<file path="src/rtl/tem_pkg.sv">
package tem_pkg;

  typedef enum logic [1:0] {
    ST_IDLE  = 2'd0,
    ST_DRAIN = 2'd1,
    ST_START = 2'd2,
    ST_WAIT  = 2'd3
  } mstate_t;

  // Circular pointer advance for a queue of any depth.
  function automatic int wrap_inc(input int p, input int depth);
    return (p + 1 >= depth) ? 0 : p + 1;
  endfunction

  // Source that follows the given one in the fixed drain order.
  function automatic int next_src(input int s);
    return s + 1;
  endfunction

  // True when the given source is the final one of the drain order.
  function automatic logic is_final_src(input int s, input int nsrc);
    return s == nsrc - 1;
  endfunction

endpackage

</file>
<file path="src/rtl/tem_fwft_fifo.sv">
module tem_fwft_fifo #(
  parameter int W     = 8,
  parameter int DEPTH = 4,
  localparam int PW   = (DEPTH > 1) ? $clog2(DEPTH) : 1,
  localparam int CW   = $clog2(DEPTH + 1)
) (
  input  logic         clk,
  input  logic         rst,
  input  logic         wr_en,
  input  logic [W-1:0] wr_data,
  input  logic         rd_en,
  output logic [W-1:0] rd_data,
  output logic         empty,
  output logic         full
);

  logic [W-1:0]  mem [DEPTH];
  logic [PW-1:0] wptr, rptr;
  logic [CW-1:0] cnt;
  logic          wr_ok, rd_ok;

  assign empty   = (cnt == '0);
  assign full    = (cnt == CW'(DEPTH));
  assign wr_ok   = wr_en && !full;
  assign rd_ok   = rd_en && !empty;
  assign rd_data = mem[rptr];

  always_ff @(posedge clk) begin
    if (wr_ok) mem[wptr] <= wr_data;
  end

  always_ff @(posedge clk) begin
    if (rst) begin
      wptr <= '0;
      rptr <= '0;
      cnt  <= '0;
    end else begin
      if (wr_ok) wptr <= PW'(tem_pkg::wrap_inc(int'(wptr), DEPTH));
      if (rd_ok) rptr <= PW'(tem_pkg::wrap_inc(int'(rptr), DEPTH));
      cnt <= cnt + CW'(wr_ok) - CW'(rd_ok);
    end
  end

endmodule

</file>
<file path="src/rtl/tem_accept_queue.sv">
module tem_accept_queue #(
  parameter int BW     = 4,
  parameter int QDEPTH = 4
) (
  input  logic          clk,
  input  logic          rst,
  input  logic          l1a,
  input  logic [BW-1:0] l1a_buf,
  input  logic          pop,
  output logic [BW-1:0] head_buf,
  output logic          empty,
  output logic          taken,
  output logic          ovf
);

  logic q_full;
  logic dropped;

  assign taken   = l1a && !q_full;
  assign dropped = l1a && q_full;

  tem_fwft_fifo #(.W(BW), .DEPTH(QDEPTH)) u_q (
    .clk     (clk),
    .rst     (rst),
    .wr_en   (l1a),
    .wr_data (l1a_buf),
    .rd_en   (pop),
    .rd_data (head_buf),
    .empty   (empty),
    .full    (q_full)
  );

  always_ff @(posedge clk) begin
    if (rst) ovf <= 1'b0;
    else if (dropped) ovf <= 1'b1;
  end

endmodule

</file>
<file path="src/rtl/tem_merge_ctrl.sv">
module tem_merge_ctrl #(
  parameter int NSRC = 4,
  parameter int BW   = 4,
  localparam int SW  = (NSRC > 1) ? $clog2(NSRC) : 1
) (
  input  logic            clk,
  input  logic            rst,
  input  logic            q_empty,
  input  logic [BW-1:0]   q_head,
  input  logic [NSRC-1:0] src_empty,
  input  logic [NSRC-1:0] src_eoe,
  input  logic            o_full,
  input  logic            fmt_ack,
  output logic            q_pop,
  output logic [NSRC-1:0] src_pop,
  output logic [SW-1:0]   sel,
  output logic            o_push,
  output logic            o_last,
  output logic            fmt_start,
  output logic [BW-1:0]   fmt_buf,
  output logic            in_wait
);

  import tem_pkg::*;

  mstate_t st;
  logic    step;
  logic    at_final;

  assign at_final  = is_final_src(int'(sel), NSRC);
  assign step      = (st == ST_DRAIN) && !src_empty[sel] && !o_full;
  assign src_pop   = step ? (NSRC'(1) << sel) : '0;
  assign o_push    = step;
  assign o_last    = step && src_eoe[sel] && at_final;
  assign fmt_start = (st == ST_START);
  assign q_pop     = (st == ST_START);
  assign in_wait   = (st == ST_WAIT);

  always_ff @(posedge clk) begin
    if (rst) begin
      st      <= ST_IDLE;
      sel     <= '0;
      fmt_buf <= '0;
    end else begin
      unique case (st)
        ST_IDLE: begin
          if (!q_empty) begin
            fmt_buf <= q_head;
            sel     <= '0;
            st      <= ST_DRAIN;
          end
        end
        ST_DRAIN: begin
          if (step && src_eoe[sel]) begin
            if (at_final) st <= ST_START;
            else          sel <= SW'(next_src(int'(sel)));
          end
        end
        ST_START: st <= ST_WAIT;
        ST_WAIT:  if (fmt_ack) st <= ST_IDLE;
        default:  st <= ST_IDLE;
      endcase
    end
  end

endmodule

</file>
<file path="src/rtl/trig_event_merger.sv">
module trig_event_merger #(
  parameter int DW        = 64,
  parameter int NSRC      = 4,
  parameter int BW        = 4,
  parameter int QDEPTH    = 4,
  parameter int TRG_DEPTH = 4,
  parameter int SRC_DEPTH = 16,
  parameter int OUT_DEPTH = 8,
  localparam int SW       = (NSRC > 1) ? $clog2(NSRC) : 1
) (
  input  logic               clk,
  input  logic               rst,
  input  logic               l1a,
  input  logic [BW-1:0]      l1a_buf,
  input  logic [NSRC-1:0]    src_wr,
  input  logic [NSRC*DW-1:0] src_data,
  input  logic [NSRC-1:0]    src_eoe,
  output logic [NSRC-1:0]    src_full,
  input  logic               out_rd,
  output logic               out_valid,
  output logic [DW-1:0]      out_data,
  output logic [SW-1:0]      out_src,
  output logic               out_last,
  output logic               fmt_start,
  output logic [BW-1:0]      fmt_buf,
  input  logic               fmt_ack,
  output logic               acc_ovf
);

  localparam int OW = DW + SW + 1;

  // Named internal events, also observed by the bound checker.
  logic [BW-1:0]   q_head;
  logic            q_empty, q_taken, q_pop;
  logic [DW:0]     src_head [NSRC];
  logic [NSRC-1:0] src_empty, head_eoe, src_pop;
  logic [SW-1:0]   sel;
  logic [DW:0]     cur_head;
  logic            o_push, o_last, o_full, o_empty, in_wait;
  logic [OW-1:0]   o_wr, o_rd;

  tem_accept_queue #(.BW(BW), .QDEPTH(QDEPTH)) u_accq (
    .clk      (clk),
    .rst      (rst),
    .l1a      (l1a),
    .l1a_buf  (l1a_buf),
    .pop      (q_pop),
    .head_buf (q_head),
    .empty    (q_empty),
    .taken    (q_taken),
    .ovf      (acc_ovf)
  );

  for (genvar g = 0; g < NSRC; g++) begin : g_src
    localparam int D = (g == 0) ? TRG_DEPTH : SRC_DEPTH;
    tem_fwft_fifo #(.W(DW + 1), .DEPTH(D)) u_in (
      .clk     (clk),
      .rst     (rst),
      .wr_en   (src_wr[g]),
      .wr_data ({src_eoe[g], src_data[g*DW +: DW]}),
      .rd_en   (src_pop[g]),
      .rd_data (src_head[g]),
      .empty   (src_empty[g]),
      .full    (src_full[g])
    );
    assign head_eoe[g] = src_head[g][DW];
  end

  tem_merge_ctrl #(.NSRC(NSRC), .BW(BW)) u_ctrl (
    .clk       (clk),
    .rst       (rst),
    .q_empty   (q_empty),
    .q_head    (q_head),
    .src_empty (src_empty),
    .src_eoe   (head_eoe),
    .o_full    (o_full),
    .fmt_ack   (fmt_ack),
    .q_pop     (q_pop),
    .src_pop   (src_pop),
    .sel       (sel),
    .o_push    (o_push),
    .o_last    (o_last),
    .fmt_start (fmt_start),
    .fmt_buf   (fmt_buf),
    .in_wait   (in_wait)
  );

  assign cur_head = src_head[sel];
  assign o_wr     = {o_last, sel, cur_head[DW-1:0]};

  tem_fwft_fifo #(.W(OW), .DEPTH(OUT_DEPTH)) u_out (
    .clk     (clk),
    .rst     (rst),
    .wr_en   (o_push),
    .wr_data (o_wr),
    .rd_en   (out_rd),
    .rd_data (o_rd),
    .empty   (o_empty),
    .full    (o_full)
  );

  assign out_valid = !o_empty;
  assign {out_last, out_src, out_data} = o_rd;

endmodule

</file>
<file path="config.mk">
export PLATFORM = sky130hd
export DESIGN_NAME = trig_event_merger
export DESIGN_NICKNAME = d
export VERILOG_FILES = /design/src/rtl/tem_pkg.sv /design/src/rtl/tem_fwft_fifo.sv /design/src/rtl/tem_accept_queue.sv /design/src/rtl/tem_merge_ctrl.sv /design/src/rtl/trig_event_merger.sv
export SDC_FILE = /design/constraint.sdc
export NUM_CORES = 2
export LEC_CHECK = 0
export BUFFER_PORTS_ARGS = -buffer_cell sky130_fd_sc_hd__buf_4
export CORE_MARGIN = 2
export CORE_UTILIZATION = 62
export CTS_CLUSTER_SIZE = 40
export DETAILED_ROUTE_END_ITERATION = 16
export PLACE_DENSITY_LB_ADDON = 0.3
export SLEW_MARGIN = 20
export SYNTH_ARGS = -nofsm -noshare
export SYNTH_HDL_FRONTEND = slang
export SYNTH_SLANG_ARGS = --single-unit
</file>
<file path="constraint.sdc">
create_clock -name clk -period 12.9 [get_ports clk]
set_input_delay 0.645 -clock clk [delete_from_list [all_inputs] [get_ports clk]]
set_output_delay 0.645 -clock clk [all_outputs]
set_load 0.02 [all_outputs]
</file>
# After elaboration in Yosys (flattened, before gate mapping)
# Memories as Yosys holds them, arrays and structs flattened. A register that Yosys moved wholly into a read port is not among the register bits.
# Cells that the tools add are included.
totals:
  ff_bits: 68
  ramBits: 3932
  input_bits: 273
  output_inout_bits: 78
  elab_cells: 176
  n_memories: 6
classes:
  add_sub_neg: 25
  magnitude_cmp: 14
  n_eq_ne: 15
  shifts: 1
  n_mux: 51
  bitwise: 2
  n_reduce_logical: 41
mem_list:
  columns: ["name", "words", "word_bits", "read_ports", "rd_ports_with_merged_regs", "write_ports", "line_no", "rtl"]
  rows:
  - ["g_src[1].u_in.mem", 16, 65, 1, 1, 1, "tem_fwft_fifo.sv:17", "logic [W-1:0] mem [DEPTH];"]
  - ["g_src[2].u_in.mem", 16, 65, 1, 1, 1, "tem_fwft_fifo.sv:17", null]
  - ["g_src[3].u_in.mem", 16, 65, 1, 1, 1, "tem_fwft_fifo.sv:17", null]
  - ["u_out.mem", 8, 67, 1, 1, 1, "tem_fwft_fifo.sv:17", null]
  - ["g_src[0].u_in.mem", 4, 65, 1, 1, 1, "tem_fwft_fifo.sv:17", null]
  - ["u_accq.u_q.mem", 4, 4, 1, 1, 1, "tem_fwft_fifo.sv:17", null]
ops:
  columns: ["operator", "count"]
  rows:
  - ["$bmux W65 S2", 1]
  - ["$mux W64", 2]
  - ["$mux W4", 13]
  - ["$add A4 B1 Y5 const B", 6]
  - ["$ge A5 B5 Y1 const B", 6]
  - ["$mux W2", 13]
  - ["$logic_and A1 B1 Y1", 17]
  - ["$add A5 B1 Y5", 3]
  - ["$eq A5 B5 Y1 const B", 3]
  - ["$ge A3 B3 Y1 const B", 5]
  - ["$logic_not A5 Y1", 3]
  - ["$sub A5 B1 Y5", 3]
  - ["$mux W1", 14]
  - ["$logic_not A1 Y1", 13]
  - ["$add A2 B1 Y3 const B", 4]
  - ["$mux W3", 4]
  - ["$add A3 B1 Y4 const B", 2]
  - ["$ge A4 B4 Y1 const B", 2]
  - ["$ne A2 B2 Y1 const B", 4]
  - ["$pmux W2 S4", 1]
  - ["$reduce_and A4 Y1", 2]
  - ["$add A3 B1 Y3", 2]
  - ["$eq A3 B3 Y1 const B", 2]
  - ["$logic_not A3 Y1", 2]
  - ["18 further kinds", 22]

# Logic depth before layout (Yosys ltp)
logic_depth:
  word_depth: 10
  ltp_mapped: 17
  mapped_depth_nobuf: 17

# By module
# From an unflattened synthesis, not the netlist that was laid out.
hier_totals:
  hier_cells: 6563
  hier_area_um2: 153716.2
by_module_without_submodules:
  columns: ["mod", "instances", "cells_each", "area_per_inst_um2"]
  rows:
  - ["tem_fwft_fifo (g_src[2].u_in ...)", 2, 1696, 39800.7]
  - ["tem_fwft_fifo (g_src[1].u_in)", 1, 1700, 39764.4]
  - ["tem_fwft_fifo (u_out)", 1, 854, 21119.0]
  - ["tem_fwft_fifo (g_src[0].u_in)", 1, 389, 9843.2]
  - ["trig_event_merger", 1, 79, 1626.6]
  - ["tem_fwft_fifo (u_accq.u_q)", 1, 70, 1058.5]
  - ["tem_merge_ctrl", 1, 75, 665.6]
  - ["tem_accept_queue", 1, 4, 37.5]

# Worst setup path after synthesis
# OpenSTA, ideal clock, no wires.
synth_path:
  kind: "reg-to-reg"
  startpoint: "register g_src[2].u_in.cnt[2]"
  endpoint: "memory u_out.mem[0][0] (netlist name), enable pin"
  setup_ns: 0.681
  arrival_time_ns: 8.769
  t_required_ns: 12.219
  setup_slack_ns: 3.450
  path_stages_with_launch: 8
  path_buffers: 1
  synth_period_minus_slack_ns: 9.450
  path_cell_list: "dfxtp_1 > inv_1 > ha_1 > nor4b_1 > mux4_2 > nor2_1 > clkbuf_1 > nor4b_1"
synth_between:
  elab_chain_len: 9
synth_rtl:
  columns: ["element", "line_no", "rtl"]
  rows:
  - ["start: declaration", "tem_fwft_fifo.sv:19", "logic [CW-1:0] cnt;"]
  - ["start signal: assignment", "tem_fwft_fifo.sv:40", "cnt <= cnt + CW'(wr_ok) - CW'(rd_ok);"]
  - ["$logic_not A5 Y1", "tem_fwft_fifo.sv:22", "assign empty = (cnt == '0);"]
  - ["$bmux W1 S2", "tem_merge_ctrl.sv:31", "assign step = (st == ST_DRAIN) && !src_empty[sel] && !o_full;"]
  - ["$mux W1 (not written as such)", "tem_merge_ctrl.sv:31", null]
  - ["$logic_not A1 Y1", "tem_merge_ctrl.sv:31", null]
  - ["$logic_and A1 B1 Y1 (2 in series)", "tem_merge_ctrl.sv:31", null]
  - ["$logic_and A1 B1 Y1", "tem_fwft_fifo.sv:24", "assign wr_ok = wr_en && !full;"]
  - ["named net u_out.wr_ok", "tem_fwft_fifo.sv:20", "logic wr_ok, rd_ok;"]
  - ["$mux W1", "tem_fwft_fifo.sv:29", "if (wr_ok) mem[wptr] <= wr_data;"]
  - ["$mux W1 (not written as such)", "tem_fwft_fifo.sv:29", null]
  - ["end: declaration", "tem_fwft_fifo.sv:17", null]
# The timed path passes the listed nets, and every way through them passes these cells. The select of a mux whose other input is x is not followed.

==> results.cfg <==
[outcome]
status = finished clean

[critical_path]
start_kind = register
path_cells = buf_4 > buf_4 > mux4_2 > mux2_2 > buf_4
cp-end-kind = output pin
crit_type = reg -> out
crit_fanout = 41
crit_end = out_data[51]
cp_common_cell = buf_4
slowest_stage = dfxtp_4
r2r-end = u_out.mem[1][58]
worstRegToRegCells = 5
r2r_slack_ns = 7.81
cp_data_required_time_ns = 12.26
max_stage_delay_ns = 0.95
critPathArrivalTime_ns = 4.58

[route]
drc = 0
drt_iter0_drc = 12800
first_pass_iters = 6
ant_nets = 0
drt_wl_total_um = 430000
avgViaCountPerCell = 7.14
wl_per_cell_um = 40.7
vias = 75500

[pwr]
clkPwrFrac_pct = 39.2
pwr-share-seq_pct = 50.9
p_sw_uw = 6910
p_leak_uw = 0.0542
swShare_pct = 23.3
vdd_drop_max_v = 0.000192
p_comb_share_pct = 9.9
pwr_density_cell_nw_per_um2 = 169
power.internal_uw = 22800

[clocking]
cts-root-buf = clkbuf_16
tritoncts = yes
clkLatencyLatePin_ns = 1.01
post_cts_buffers = 0
cts.sinks = 4021
htreeDepth = 5
cts_resized = 0
path_clk_slew_ns = 0.06
cts_buffers = 397
cts.path.max_buffers = 4

[synthesis]
synth-edff-count = 3932
syn_nets = 6476
synth.distinct_cells = 56
synthFlopType = edfxtp_1
synth_top_area_share_pct = 77.1
yosysWarnings = 0
syn_area_um2 = 153000
seq_area_frac_synth_pct = 78.2
ys_top_cells_by_count = edfxtp_1 (3932), mux4_2 (1234), clkbuf_1 (143), dfxtp_1 (89), mux2_2 (70)
synth.avg_cell_area_um2 = 25.0
async_flop_share_pct = 0
synth.area.top_cells = edfxtp_1 (77%), mux4_2 (18%), dfxtp_1 (1.2%)
yosysMostFrequentCell = edfxtp_1
yosysTopAreaCell = edfxtp_1
ys_seq_elements = 4021
syn-instance-count = 6134

[floorplanning]
start_util_pct = 62.3
die_h_um = 501
core_um2 = 246000
ios = 351
fp.dieArea_um2 = 251000
rows = 182
dieWidth_um = 501

[min_path]
hold_class = in -> reg
min-delay-start = src_wr[1]

[placed_design]
hpwl_um = 219000
dpl_cell_area_um2 = 160000
routabilityCongestion = 0.824
portBuffers = 350

[timing]
relSlewSlack_pct = 19.7
max_freq_mhz = 191
skew_ns = 0.0630
rsz0062_at_grt = no
setup_viol = 0
hold_viol_final = 0
tns_ns = 0
layout_min_cycle_time_ns = 5.23
period_share_pct = 40.5
tightest_slew_ns = 1.20
drv_slew = 0

[run]
drv_cap = 0

[grt]
grt_usage_pct = 34.4
grt_pass1_wl_um = 593000
first_global_vias = 75800
overflow = 0
antenna_found_initial = 95
grt_max_degree = 160

[finish]
nets = 7320
final_area_um2 = 176000
area_growth_pct = 14.6
drive_gt1_share_pct = 33.5
-- state kept, by name, indices dropped and copies added (netlist names), 3 cells and up, named ones only --
signal,cells
g_src.u_in.cnt,18
g_src.u_in.mem,3380
g_src.u_in.rptr,14
g_src.u_in.wptr,14
u_accq.u_q.cnt,3
u_accq.u_q.mem,16
u_ctrl.fmt_buf,4
u_out.cnt,4
u_out.mem,536
u_out.rptr,3
u_out.wptr,3
-- per-layer routing --
metal / global-route usage, % / wire length, um
met2: 54.3 / 208000
met3: 7.96 / 53500
met4: 17.3 / 26500
met5: 0 / 391
met1: 45.9 / 142000
-- repair_timing --
action                                  in CTS  in global routing
endpoints found under the setup margin       0                  0
endpoints found under the hold margin     3398                  0
hold buffers                               266                  0
-- power by group through the flow --
stage | clock network [uW] | registers, uW | logic, uW
4_1_cts | 11600 | 15100 | 2890
5_1_grt | 12100 | 15100 | 3020
3_3_place_gp | 0 | 15300 | 2660
2_1_floorplan | 0 | 15300 | 1540
6_report | 11600 | 15100 | 2930
3_5_place_dp | 0 | 15400 | 2740
-- cell type report --
cell class                      count  area, um^2
Clock inverter                    223        2340
Clock buffer                      485       10500
Inverter                           65         249
Sequential cell                  4021      120000
Antenna cell                       66         165
Multi-Input combinational cell   1742       32000
Fill cell                       13200       70300
Tap cell                         3220        4030
Timing Repair Buffer              751        6400
-- critical path: cells and delay by family, from the launching register on --
kind | cells | cell delay (ns)
buffers and inverters | 3 | 1.54
DFF | 1 | 0.95
muxes | 2 | 0.99
-- logic make-up after synthesis --
logic type	synth area share, %
multiplexers	18.8
AO/OA/AOI/OAI	0.349
buffers and inverters	1.05
flip-flops	78.2
XOR/XNOR	0.131
AND/OR/NAND/NOR	0.844
adder cells (fa/ha/maj)	0.593
-- worst min-delay path by stage --
stage                       endpoint  slack (ns)  cells past startpoint
2_1_floorplan     u_accq.u_q.wptr[1]        0.47                      2
3_3_place_gp       u_ctrl.fmt_buf[0]        0.45                      2
3_5_place_dp       u_ctrl.fmt_buf[0]        0.46                      2
4_1_cts        g_src[1].u_in.wptr[1]        0.15                      4
5_1_grt        g_src[1].u_in.wptr[0]        0.18                      2
6_report       g_src[1].u_in.wptr[1]        0.20                      4
-- metrics by stage --
stage               utilization [%]  instances  total power, uW  hold WS (ns)  setup WS [ns]
floorplan                         -       6134            16800         0.469           3.45
global placement               65.0       9531            18000         0.447           8.10
detailed placement             65.0       9531            18100         0.456           8.02
CTS                            71.3      10500            29600         0.146           7.60
global route                   71.4      10500            30300         0.179           7.45
finish                         71.4      10600            29700         0.197           7.67
-- cells in the final DEF, fill, tap and decap left out, drive strengths merged, types with 6 or more instances in the layout --
cell and n:
fa 6, edfxtp 3932, nor2 66, buf 485, nor3 12, inv 74, xor2 15, ha 63
dlygate4sd3 266, mux4 1234, dfxtp 89, a21oi 43, nor4b 7, clkbuf 485, nand3 14, nand2 34
and2 26, mux2i 23, or3 7, xnor2 8, nor3b 7, clkinv 152, nor2b 15, clkinvlp 14
bufinv 48, and3 19, diode 66, mux2 70, o21ai 11, nor4 6
(Power assumes the default switching activity.)
